### src/rtl/lcdw_pkg.sv
package lcdw_pkg;

  typedef enum logic [2:0] {
    ST_POWER,
    ST_IDLE,
    ST_SETUP,
    ST_PULSE,
    ST_HOLD,
    ST_WAIT
  } lcdState_e;

  typedef enum logic [2:0] {
    LD_SETUP,
    LD_PULSE,
    LD_HOLD,
    LD_SHORT,
    LD_LONG
  } loadKind_e;

  // strobes from control to datapath
  typedef struct packed {
    logic      capture;
    logic      load;
    loadKind_e kind;
  } ctlStrobe_t;

  // ceil(ns * hz / 1e9), never below one cycle
  function automatic longint cyclesAtLeast(input longint ns, input longint hz);
    longint c;
    c = (ns * hz + 64'd999_999_999) / 64'd1_000_000_000;
    if (c < 1) c = 1;
    return c;
  endfunction

  // smallest cycle count strictly longer than ns
  function automatic longint cyclesAbove(input longint ns, input longint hz);
    return (ns * hz) / 64'd1_000_000_000 + 1;
  endfunction

  function automatic longint maxOf(input longint a, input longint b);
    return (a > b) ? a : b;
  endfunction

endpackage

### src/rtl/lcdw_datapath.sv
module lcdw_datapath
  import lcdw_pkg::*;
#(
  parameter int CNT_W     = 20,
  parameter int SETUP_CYC = 3,
  parameter int PULSE_CYC = 23,
  parameter int HOLD_CYC  = 1,
  parameter int SHORT_CYC = 2000,
  parameter int LONG_CYC  = 80000,
  parameter int PWR_CYC   = 750000
) (
  input  logic       clk,
  input  logic       rst,
  input  ctlStrobe_t ctl,
  input  logic [7:0] inByte,
  input  logic       inIsData,
  output logic [7:0] busData,
  output logic       busRs,
  output logic       cntDone,
  output logic       longCmd
);

  logic [CNT_W-1:0] cnt;
  logic [CNT_W-1:0] loadVal;

  // byte and register-select held until the next capture
  always_ff @(posedge clk) begin
    if (rst) begin
      busData <= '0;
      busRs   <= 1'b0;
    end else if (ctl.capture) begin
      busData <= inByte;
      busRs   <= inIsData;
    end
  end

  // clear (0x01) and home (0x02/0x03) commands need the long wait
  assign longCmd = !busRs && (busData[7:2] == 6'd0) && (busData[1:0] != 2'd0);

  always_comb begin
    unique case (ctl.kind)
      LD_SETUP: loadVal = CNT_W'(SETUP_CYC - 1);
      LD_PULSE: loadVal = CNT_W'(PULSE_CYC - 1);
      LD_HOLD:  loadVal = CNT_W'(HOLD_CYC - 1);
      LD_SHORT: loadVal = CNT_W'(SHORT_CYC - 1);
      LD_LONG:  loadVal = CNT_W'(LONG_CYC - 1);
      default:  loadVal = '0;
    endcase
  end

  // single down-counter shared by every timed phase
  always_ff @(posedge clk) begin
    if (rst) begin
      cnt <= CNT_W'(PWR_CYC - 1);
    end else if (ctl.load) begin
      cnt <= loadVal;
    end else if (cnt != '0) begin
      cnt <= cnt - 1'b1;
    end
  end

  assign cntDone = (cnt == '0);

endmodule

### src/rtl/lcdw_control.sv
module lcdw_control
  import lcdw_pkg::*;
(
  input  logic       clk,
  input  logic       rst,
  input  logic       inValid,
  input  logic       cntDone,
  input  logic       longCmd,
  output ctlStrobe_t ctl,
  output logic       busEn,
  output logic       inReady
);

  lcdState_e state;
  lcdState_e nextState;

  always_comb begin
    nextState = state;
    ctl       = '{capture: 1'b0, load: 1'b0, kind: LD_SETUP};
    unique case (state)
      ST_POWER: if (cntDone) nextState = ST_IDLE;
      ST_IDLE: begin
        if (inValid) begin
          ctl.capture = 1'b1;
          ctl.load    = 1'b1;
          ctl.kind    = LD_SETUP;
          nextState   = ST_SETUP;
        end
      end
      ST_SETUP: begin
        if (cntDone) begin
          ctl.load  = 1'b1;
          ctl.kind  = LD_PULSE;
          nextState = ST_PULSE;
        end
      end
      ST_PULSE: begin
        if (cntDone) begin
          ctl.load  = 1'b1;
          ctl.kind  = LD_HOLD;
          nextState = ST_HOLD;
        end
      end
      ST_HOLD: begin
        if (cntDone) begin
          ctl.load  = 1'b1;
          ctl.kind  = longCmd ? LD_LONG : LD_SHORT;
          nextState = ST_WAIT;
        end
      end
      ST_WAIT: if (cntDone) nextState = ST_IDLE;
      default: nextState = ST_IDLE;
    endcase
  end

  // outputs registered from the next state: glitch-free strobe
  always_ff @(posedge clk) begin
    if (rst) begin
      state   <= ST_POWER;
      busEn   <= 1'b0;
      inReady <= 1'b0;
    end else begin
      state   <= nextState;
      busEn   <= (nextState == ST_PULSE);
      inReady <= (nextState == ST_IDLE);
    end
  end

endmodule

### src/rtl/lcd_write_engine.sv
module lcd_write_engine
  import lcdw_pkg::*;
#(
  parameter longint CLK_HZ   = 50_000_000,
  parameter longint SETUP_NS = 60,
  parameter longint PULSE_NS = 450,
  parameter longint HOLD_NS  = 20,
  parameter longint SHORT_NS = 40_000,
  parameter longint LONG_NS  = 1_600_000,
  parameter longint PWR_NS   = 15_000_000
) (
  input  logic       clk,
  input  logic       rst,
  input  logic       inValid,
  output logic       inReady,
  input  logic [7:0] inByte,
  input  logic       inIsData,
  output logic [7:0] lcdData,
  output logic       lcdRs,
  output logic       lcdRw,
  output logic       lcdEn
);

  localparam longint SETUP_CYC = cyclesAtLeast(SETUP_NS, CLK_HZ);
  localparam longint PULSE_CYC = cyclesAbove(PULSE_NS, CLK_HZ);
  localparam longint HOLD_CYC  = cyclesAtLeast(HOLD_NS, CLK_HZ);
  localparam longint SHORT_CYC = cyclesAtLeast(SHORT_NS, CLK_HZ);
  localparam longint LONG_CYC  = cyclesAtLeast(LONG_NS, CLK_HZ);
  localparam longint PWR_CYC   = cyclesAtLeast(PWR_NS, CLK_HZ);
  localparam longint MAX_CYC   = maxOf(maxOf(maxOf(SETUP_CYC, PULSE_CYC),
                                             maxOf(HOLD_CYC, SHORT_CYC)),
                                       maxOf(LONG_CYC, PWR_CYC));
  localparam int     CNT_W     = $clog2(MAX_CYC + 1);

  ctlStrobe_t ctl;
  logic       cntDone;
  logic       longCmd;

  lcdw_control u_control (
    .clk     (clk),
    .rst     (rst),
    .inValid (inValid),
    .cntDone (cntDone),
    .longCmd (longCmd),
    .ctl     (ctl),
    .busEn   (lcdEn),
    .inReady (inReady)
  );

  lcdw_datapath #(
    .CNT_W     (CNT_W),
    .SETUP_CYC (int'(SETUP_CYC)),
    .PULSE_CYC (int'(PULSE_CYC)),
    .HOLD_CYC  (int'(HOLD_CYC)),
    .SHORT_CYC (int'(SHORT_CYC)),
    .LONG_CYC  (int'(LONG_CYC)),
    .PWR_CYC   (int'(PWR_CYC))
  ) u_datapath (
    .clk      (clk),
    .rst      (rst),
    .ctl      (ctl),
    .inByte   (inByte),
    .inIsData (inIsData),
    .busData  (lcdData),
    .busRs    (lcdRs),
    .cntDone  (cntDone),
    .longCmd  (longCmd)
  );

  // write-only engine
  assign lcdRw = 1'b0;

endmodule

### config.mk
export PLATFORM = sky130hd
export DESIGN_NAME = lcd_write_engine
export DESIGN_NICKNAME = d
export VERILOG_FILES = /design/src/rtl/lcdw_pkg.sv /design/src/rtl/lcdw_datapath.sv /design/src/rtl/lcdw_control.sv /design/src/rtl/lcd_write_engine.sv
export SDC_FILE = /design/constraint.sdc
export NUM_CORES = 1
export LEC_CHECK = 0
export BUFFER_PORTS_ARGS = -buffer_cell sky130_fd_sc_hd__buf_2
export CORE_ASPECT_RATIO = 0.9
export CORE_MARGIN = 1
export CORE_UTILIZATION = 48
export CTS_CLUSTER_DIAMETER = 120
export DETAILED_ROUTE_END_ITERATION = 10
export PLACE_DENSITY = 0.7
export SETUP_SLACK_MARGIN = 0.5
export SYNTH_ARGS = -nofsm -noshare
export SYNTH_HDL_FRONTEND = slang
export SYNTH_HIERARCHICAL = 1
export SYNTH_SLANG_ARGS = --single-unit
### constraint.sdc
create_clock -name clk -period 2.8 [get_ports clk]
set_input_delay 0.56 -clock clk [delete_from_list [all_inputs] [get_ports clk]]
set_output_delay 0.56 -clock clk [all_outputs]
set_load 0.02 [all_outputs]
==> key figures <==
Outcome
  – Status: finished clean

Floorplan
  – DIE AREA: roughly 4700 um^2
  – Starting density of the core: 0.510
  – Die X: between 70 and 80 um
  – Boundary pin count: 24
  – Row cnt: 22
  – DIE HEIGHT: about 65 um
  – Core area: 4130 um^2

Critical path
  – CP Launch Type: register
  – Crit path buf inv count: 1
  – Crit Path Class: reg2reg
  – Reg2Reg Launch Point: u_datapath/cnt[14]$_SDFFE_PP1P_
  – CP required: 3.01 ns
  – CP delay by family, top: simple AND/OR/NAND/NOR gates
  – Worst-path maximum fanout: 7
  – Worst path arrival time: between 2 and 3 ns
  – Crit-path max cell delay: about 0.38 ns
  – Slowest cell on crit path: dfxtp_1
  – Crit. Startpoint: u_datapath/cnt[14]$_SDFFE_PP1P_
  – Crit-path cells: nor4_4 -> nand4_1 -> nor2_4 -> nor2b_4 -> and3_4 -> nand4bb_1 -> buf_6 -> nor2b_1 -> a211oi_1
  – Crit. End Element: register
  – Reg-to-reg slack, setup: ~0.36 ns

Clocking
  – CTS tree: done
  – Clock sink count: 34
  – Worst skew pair latency: 0.30 ns
  – H-tree depth: 2
  – Clock Root Buffer: clkbuf_8
  – Hold Buf Count CTS: 0
  – Clock transition at path regs: 0.08 ns
  – Longest Clk Path Bufs: 2
  – Num CTS Buffers: 5

Flow run
  – # Max-Cap Violations: 0

Routing
  – TritonRoute pass-1 iters: 5
  – DR DRC count: 0
  – Via density: between 6 and 7
  – Routed Antenna Nets: 0
  – Wirelength, routed: just under 6000 um
  – Vias after detailed routing: 2123
  – Wire per inst: about 17 um
  – Drt first-iter violations: roughly 220

GRT
  – Global route overflow: 0
  – Largest net degree at the start of global routing: 39
  – Initial antenna violation count: 0
  – Vias in the first global route: 1846
  – GRT Total Usage: 0.255
  – First-pass GRT wire length: a little over 9000 um

STA
  – Setup_tns: 0 ns
  – Slew Limit Fails: 0
  – Count of final setup violators: 0
  – Final WS setup: roughly 0.36 ns
  – Tcrit/Tclk final: 0.873
  – Slew margin rel.: 0.551
  – RSZ-0062 raised after global routing: yes
  – Tmin final: about 2.4 ns
  – Post-Route Skew: 0.0129 ns
  – Hold Violations, Final: 0
  – Least-Margin Pin Slew: 0.673 ns
  – Fmax: 0.409 GHz

Power and ir drop
  – PD cells: about 330 nW/um^2
  – VDD IR-drop max: about 0.33 mV
  – LEAKAGE: between 0.0009 and 0.001 uW

Logic synthesis
  – Distinct cell type count after synthesis: 65
  – Mapped Cells: 242
  – Ys async rst share: 0
  – Netlist Area Pre-Place: about 2100 um^2
  – Synthesized flop and latch total: 34
  – Post-synth EDFFs: 0
  – Seq/Total Area, Yosys: 0.323
  – Mapped Nets: between 200 and 300
  – Top FF cell, synth: dfxtp_1
  – Syn avg cell area: 8.70 um^2
  – Synth warnings: 6

Placement
  – Port buffer count: 22
  – RePlAce Congestion: 0.881
  – Post-Place Worst Slack: about 0.25 ns
  – Post-DP HPWL: between 3000 and 4000 um

Cells and area
  – Number of diodes: 0
  – Layout cells sized above 1: 0.378
  – Synth-to-Final Area Change: 30.4%
  – Layout net count: ~300

Worst hold path
  – Min-Delay Path Class: in2reg
  – Worst Hold Launch: inByte[2]
[cell type report]
class | instances | area (um^2)
Fill cell | 316 | 1380
Tap cell | 48 | 60.1
Multi-Input combinational cell | 183 | 1470
Clock inverter | 1 | 5.00
Sequential cell | 34 | 691
Timing Repair Buffer | 56 | 414
Inverter | 5 | 18.8
Clock buffer | 7 | 86.3
[cells in the mapped netlist, types with 6 or more instances]
library cell | count | area (um^2)
dfxtp_1 | 34 | 681
nor2_1 | 21 | 78.8
a21oi_1 | 14 | 70.1
mux2i_1 | 14 | 140
clkbuf_1 | 9 | 33.8
nor3_1 | 9 | 45.0
o21ai_0 | 9 | 45.0
nand2_1 | 8 | 30.0
nor4_1 | 7 | 43.8
or3_1 | 7 | 43.8
nand2b_1 | 6 | 37.5
[path summary, 6_finish.rpt]
path / cells past startpoint / end
worst max-delay path: 9 / u_datapath/cnt[16]$_SDFFE_PP1P_
worst min-delay path: 3 / u_datapath/busData[2]$_SDFFE_PP0P_
worst max register to register: 9 / u_datapath/cnt[16]$_SDFFE_PP1P_
worst min register to register: 2 / u_datapath/cnt[18]$_SDFFE_PP0P_
[what timing repair did]
action / 4_1_cts / 5_1_grt
gates resized for setup: 12 / 24
buffers inserted: 10 / 16
pin swaps: 9 / 25
gates cloned: 0 / 1
endpoints found under the setup margin: 17 / 18
[per-layer routing]
metal	GRT usage	routed length, um	vias to the layer above
met5	0	0	-
met4	0.103	171	0
met3	0.0560	591	17
met2	0.377	2500	113
met1	0.358	2500	995
li1	-	-	998
[where the power goes]
group          switching, uW  internal (uW)
clock network            188            198
logic                   22.7           16.7
registers               6.52            487
total                    217            702
[worst min-delay path: cells and delay by family]
kind	cells	cell delay [ns]
multiplexers	1	0.05
buffers and inverters	1	0.07
AND/OR/NAND/NOR	1	0.07
[cell usage in the layout (no fill, tap or decap), types with 3 or more instances in the layout]
cell type and count:
o22ai_1 3, clkbuf_8 6, nor2_1 20, nand3b_1 3
o31ai_1 4, buf_4 27, nand3_1 4, a31oi_1 5
nand2b_1 6, dfxtp_2 5, nor4_2 3, o21bai_1 4
buf_6 5, nor4_4 6, dfxtp_1 28, o21ai_0 4
nand2_1 7, o21ai_1 3, inv_1 4, buf_2 22
nor4_1 4, nor3_1 8, mux2i_1 13, or3_1 7
nand4b_1 3, a21oi_1 12, or4_1 4
[state kept, by name, summed over array words and instances, names as in the netlist]
signal              count
u_control/state         3
u_datapath/busRs        1
u_datapath/cnt         20
u_datapath/busData      8
u_control/busEn         1
u_control/inReady       1
[per-stage QoR]
step	std cells	total power (uW)	instance area [um^2]	hold WS, ns	util
floorplan	242	527	2220	0.466	-
CTS	317	919	2500	0.497	0.606
global placement	299	541	2300	0.490	0.556
global route	334	951	2750	0.514	0.665
detailed placement	299	542	2300	0.504	0.556
finish	334	919	2750	0.497	0.665
[logic make-up after synthesis]
family | count (synthesis) | share of synthesized area
simple gates | 104 | 0.335
xor+xnor | 3 | 0.0125
other cells | 1 | 0.00178
flops | 34 | 0.323
buf+inv | 25 | 0.0588
fa+ha+maj | 2 | 0.0119
compound gates | 59 | 0.191
mux | 14 | 0.0665
Power figures use the tool's default switching activity.
